===== src/rtl/cnt_pkg.sv =====
// Package: shared types for the cascadable counter.
// Assumes: used by every module of the counter hierarchy.
package cnt_pkg;

    // Operation chosen for the coming clock edge (clear is handled by the register).
    typedef enum logic [1:0] {
        OP_HOLD  = 2'd0,
        OP_COUNT = 2'd1,
        OP_LOAD  = 2'd2
    } cnt_op_e;

endpackage


===== src/rtl/cnt_op_select.sv =====
// Module: picks the next operation of the counter from the control inputs.
// Assumes: clear is applied separately by the state register and has
// priority above everything decoded here; load beats counting.
module cnt_op_select
    import cnt_pkg::*;
(
    input  logic    load_n,
    input  logic    en_run,
    input  logic    en_chain,
    output cnt_op_e op
);

    // Priority decode: load, then count (both enables), otherwise hold.
    always_comb begin
        if (!load_n)
            op = OP_LOAD;
        else if (en_run && en_chain)
            op = OP_COUNT;
        else
            op = OP_HOLD;
    end

endmodule


===== src/rtl/cnt_next_value.sv =====
// Module: computes the value the counter takes at the next rising edge.
// Assumes: unsigned binary with bit 0 least significant; wraps modulo 2**WIDTH.
module cnt_next_value
    import cnt_pkg::*;
#(
    parameter int WIDTH = 4
) (
    input  cnt_op_e          op,
    input  logic [WIDTH-1:0] cur,
    input  logic [WIDTH-1:0] load_val,
    output logic [WIDTH-1:0] nxt
);

    localparam logic [WIDTH-1:0] ONE = WIDTH'(1);

    // Select load data, the incremented value or the held value.
    always_comb begin
        unique case (op)
            OP_LOAD:  nxt = load_val;
            OP_COUNT: nxt = cur + ONE;
            default:  nxt = cur;
        endcase
    end

endmodule


===== src/rtl/cnt_term_detect.sv =====
// Module: look-ahead carry for cascading; high at the all-ones count while
// the chain enable is high.
// Assumes: purely combinational; the run enable is deliberately not an input.
module cnt_term_detect #(
    parameter int WIDTH = 4
) (
    input  logic [WIDTH-1:0] cur,
    input  logic             en_chain,
    output logic             term
);

    localparam logic [WIDTH-1:0] ALL_ONES = {WIDTH{1'b1}};

    // Compare against the terminal value and gate with the chain enable.
    always_comb begin
        term = en_chain && (cur == ALL_ONES);
    end

endmodule


===== src/rtl/casc_bin_counter.sv =====
// Module: cascadable synchronous loadable up-counter (top level).
// Assumes: single clock; every control acts at the rising edge only;
// priority clear > load > count > hold.
module casc_bin_counter
    import cnt_pkg::*;
#(
    parameter int WIDTH = 4
) (
    input  logic             clk,
    input  logic             rst_n,
    input  logic             load_n,
    input  logic             en_run,
    input  logic             en_chain,
    input  logic [WIDTH-1:0] load_val,
    output logic [WIDTH-1:0] count,
    output logic             carry_out
);

    cnt_op_e          op;
    logic [WIDTH-1:0] cnt_q;
    logic [WIDTH-1:0] cnt_nxt;

    cnt_op_select u_op_select (
        .load_n   (load_n),
        .en_run   (en_run),
        .en_chain (en_chain),
        .op       (op)
    );

    cnt_next_value #(.WIDTH(WIDTH)) u_next_value (
        .op       (op),
        .cur      (cnt_q),
        .load_val (load_val),
        .nxt      (cnt_nxt)
    );

    cnt_term_detect #(.WIDTH(WIDTH)) u_term_detect (
        .cur      (cnt_q),
        .en_chain (en_chain),
        .term     (carry_out)
    );

    // State register: synchronous clear wins over every other operation.
    always_ff @(posedge clk) begin
        if (!rst_n)
            cnt_q <= '0;
        else
            cnt_q <= cnt_nxt;
    end

    assign count = cnt_q;

endmodule


===== config.mk =====
export PLATFORM = sky130hd
export DESIGN_NAME = casc_bin_counter
export DESIGN_NICKNAME = d
export VERILOG_FILES = /design/src/rtl/cnt_pkg.sv /design/src/rtl/cnt_op_select.sv /design/src/rtl/cnt_next_value.sv /design/src/rtl/cnt_term_detect.sv /design/src/rtl/casc_bin_counter.sv
export SDC_FILE = /design/constraint.sdc
export NUM_CORES = 1
export LEC_CHECK = 0
export BUFFER_PORTS_ARGS = -buffer_cell sky130_fd_sc_hd__buf_2
export CORE_AREA = 2 2 39 41
export CTS_CLUSTER_SIZE = 8
export DETAILED_ROUTE_END_ITERATION = 10
export DIE_AREA = 0 0 41 43
export HOLD_SLACK_MARGIN = 0.02
export PLACE_DENSITY = 0.43
export SLEW_MARGIN = 20
export SYNTH_ARGS = -nofsm -noshare
export SYNTH_HDL_FRONTEND = slang
export SYNTH_HIERARCHICAL = 1
export SYNTH_SLANG_ARGS = --single-unit

===== constraint.sdc =====
create_clock -name clk -period 5 [get_ports clk]
set_clock_uncertainty 0.15 [all_clocks]
set_input_delay 0.5 -clock clk [delete_from_list [all_inputs] [get_ports clk]]
set_output_delay 0.5 -clock clk [all_outputs]
set_load 0.01 [all_outputs]

==> flow_summary.ini <==
[cells_and_area]
fin_area_um2 = 385.4
largest_register_ffs = 4
antenna_cells = 0
areaGrowthSynthToFinish_pct = 33.33
drive_gt1_frac = 0.3529
layout.nets = 65
fin_util = 0.2785

[routing]
drc = 0
viasPerCell = 4.239
post_drt_wl_per_cell_um = 9.418
num_vias = 284
drtIter0Drc = 7
wirelength_um = 631
dr.pass1.iters = 4
ant_nets = 0

[yosys]
synth_top_area_frac = 0.2771
synthesis.area_um2 = 289.0
async_flop_share = 0
synth_commonest_cells = nor2_1, and2_1, dfxtp_1, inv_1, nand2_1
syn-num-nets = 48
synthTopCellsByArea = dfxtp_1, ha_1, and2_1
ys_seq_area_frac = 0.2771
synth_cells = 36
post_synth_num_cell_types = 17
yosysMostFrequentCell = nor2_1
avgSynthCellArea_um2 = 8.029
yosysTopAreaCell = dfxtp_1
synth-edff-count = 0
ys.flop_type = dfxtp_1
synth-seq-cells = 4
yosys_warnings = 6

[clocking]
cts_tree = built
clock_latency_ns = 0.23
cts_setup_buffers = 0
cts.clk_slew.worst_paths_ns = 0.04
cts_buffers = 3
cts-root-buf = clkbuf_4
cts.sinks = 4
holdBufCountCts = 0
ctsResizeCount = 0
clockBufferDepth = 2
h-tree-depth = 1

[global_routing]
grt_use_total = 0.07800
grt_max_degree = 11
grt_pass1_wl_um = 903
antenna_found_initial = 0
overflow = 0
grt_pass1_vias = 216

[setup_path]
required_ns = 4.97
crit_path_max_fanout = 10
critPathArrivalTime_ns = 2.05
rr_worst_depth = 4
start_kind = primary input
reg2reg_slack_ns = 3.36
crit_path_end_kind = flip-flop
path_cells = buf_2, and3_1, inv_1, ha_1, nor2_1, mux2_2, a221o_2, and2_1
slowest_stage = ha_1
cpPeakStageDelay_ns = 0.45
criticalPathCategory = in -> reg
r2r-start = count[0]
worstReg2RegEnd = count[2]

[sta]
finalHoldViolations = 0
worst_slew_pin_slew_ns = 0.2881
finalSetupViolations = 0
fmax_mhz = 482.1
period_share = 0.4149
tns_ns = 0
final_max_slew_viol_count = 0
rsz0062_at_grt = no
fin_crit_ns = 2.074
relSlewSlack = 0.8079

[floorplanning]
die_w_um = 41
core_um2 = 1384
start_util = 0.2089
ios = 14
die_area_um2 = 1763
die_height_um = 43
rows = 14

[run]
maxCapViolations = 0

[placed_design]
placed_cell_area_um2 = 362.8
hpwl_um = 494.5
port_buffers = 13
gp_congestion = 0.6782

[hold_path]
hold_path_class = in -> reg
hp-start = rst_n
hold_path_depth = 2
min_to = count[1]

[power_and_ir_drop]
vdd_drop_max_mv = 0.04913
power_leakage_nw = 0.1997
power_density_nw_per_um2 = 244.3

[outcome]
status = complete, no violations
final cells by class:
type | count | area (µm²)
inverter | 4 | 15.01
timing repair buffer | 13 | 65.06
sequential | 4 | 80.08
multi-input combinational | 27 | 182.7
tap | 16 | 20.02
fill | 166 | 998.5
clock buffer | 3 | 22.52
worst max-delay path: cells and delay by family:
family                     cells  cell delay [ns]
and+or+nand+nor                3             0.38
buffers and inverters          2             0.13
AOI/OAI and AO/OA              1             0.32
adders and majority gates      1             0.45
muxes                          1             0.27
power by group:
part           internal, W  leakage (nW)  total (W)  switching, W
logic           0.00000946         0.153  0.0000181    0.00000863
clock network    0.0000268        0.0138  0.0000393     0.0000125
registers        0.0000340        0.0327  0.0000367    0.00000271
total            0.0000703         0.200  0.0000941     0.0000239
per-layer routing:
metal  track usage  part of all wire  vias up
met2       0.08438              0.44        7
met4       0.08000                 0        0
met3             0             0.052        0
met5             0                 0        -
li1              -                 -      155
met1        0.1238              0.51      122
kinds of logic after synthesis:
logic type,count (synthesis),synth area share
AOI/OAI and AO/OA,6,0.1645
adders and majority gates,3,0.1299
buffers and inverters,5,0.09089
DFF,4,0.2771
muxes,2,0.07792
and+or+nand+nor,16,0.2597
worst max-delay path by stage:
stage              from       end  slack, ns  cells past startpoint
2_1_floorplan    load_n  count[2]       2.91                      8
3_5_place_dp   en_chain  count[2]       2.70                      8
6_report         load_n  count[2]       2.93                      8
5_1_grt          load_n  count[3]       2.84                      8
4_1_cts        en_chain  count[2]       2.93                      8
3_3_place_gp     load_n  count[2]       2.68                      8
through the flow:
step	cells	setup slack [ns]	total power, W	hold WS, ns
6_report	67	2.926	0.00009413	0.3584
5_1_grt	67	2.837	0.00009941	0.3876
4_1_cts	67	2.933	0.00009594	0.3556
3_5_place_dp	64	2.697	0.00005550	0.5103
3_3_place_gp	64	2.682	0.00005547	0.5105
2_1_floorplan	36	2.911	0.00004912	0.4717
placed cells by master, fill, tap and decap left out, drive strengths merged, types with 2 or more instances in the layout:
master,synthesis,final
buf,1,13
nor2,5,5
and2,4,4
dfxtp,4,4
inv,4,4
nand2,4,4
clkbuf,0,3
ha,3,3
nand3,2,2
mux2,2,2
a221o,2,2
No activity file was read; power rests on OpenSTA's default activity.
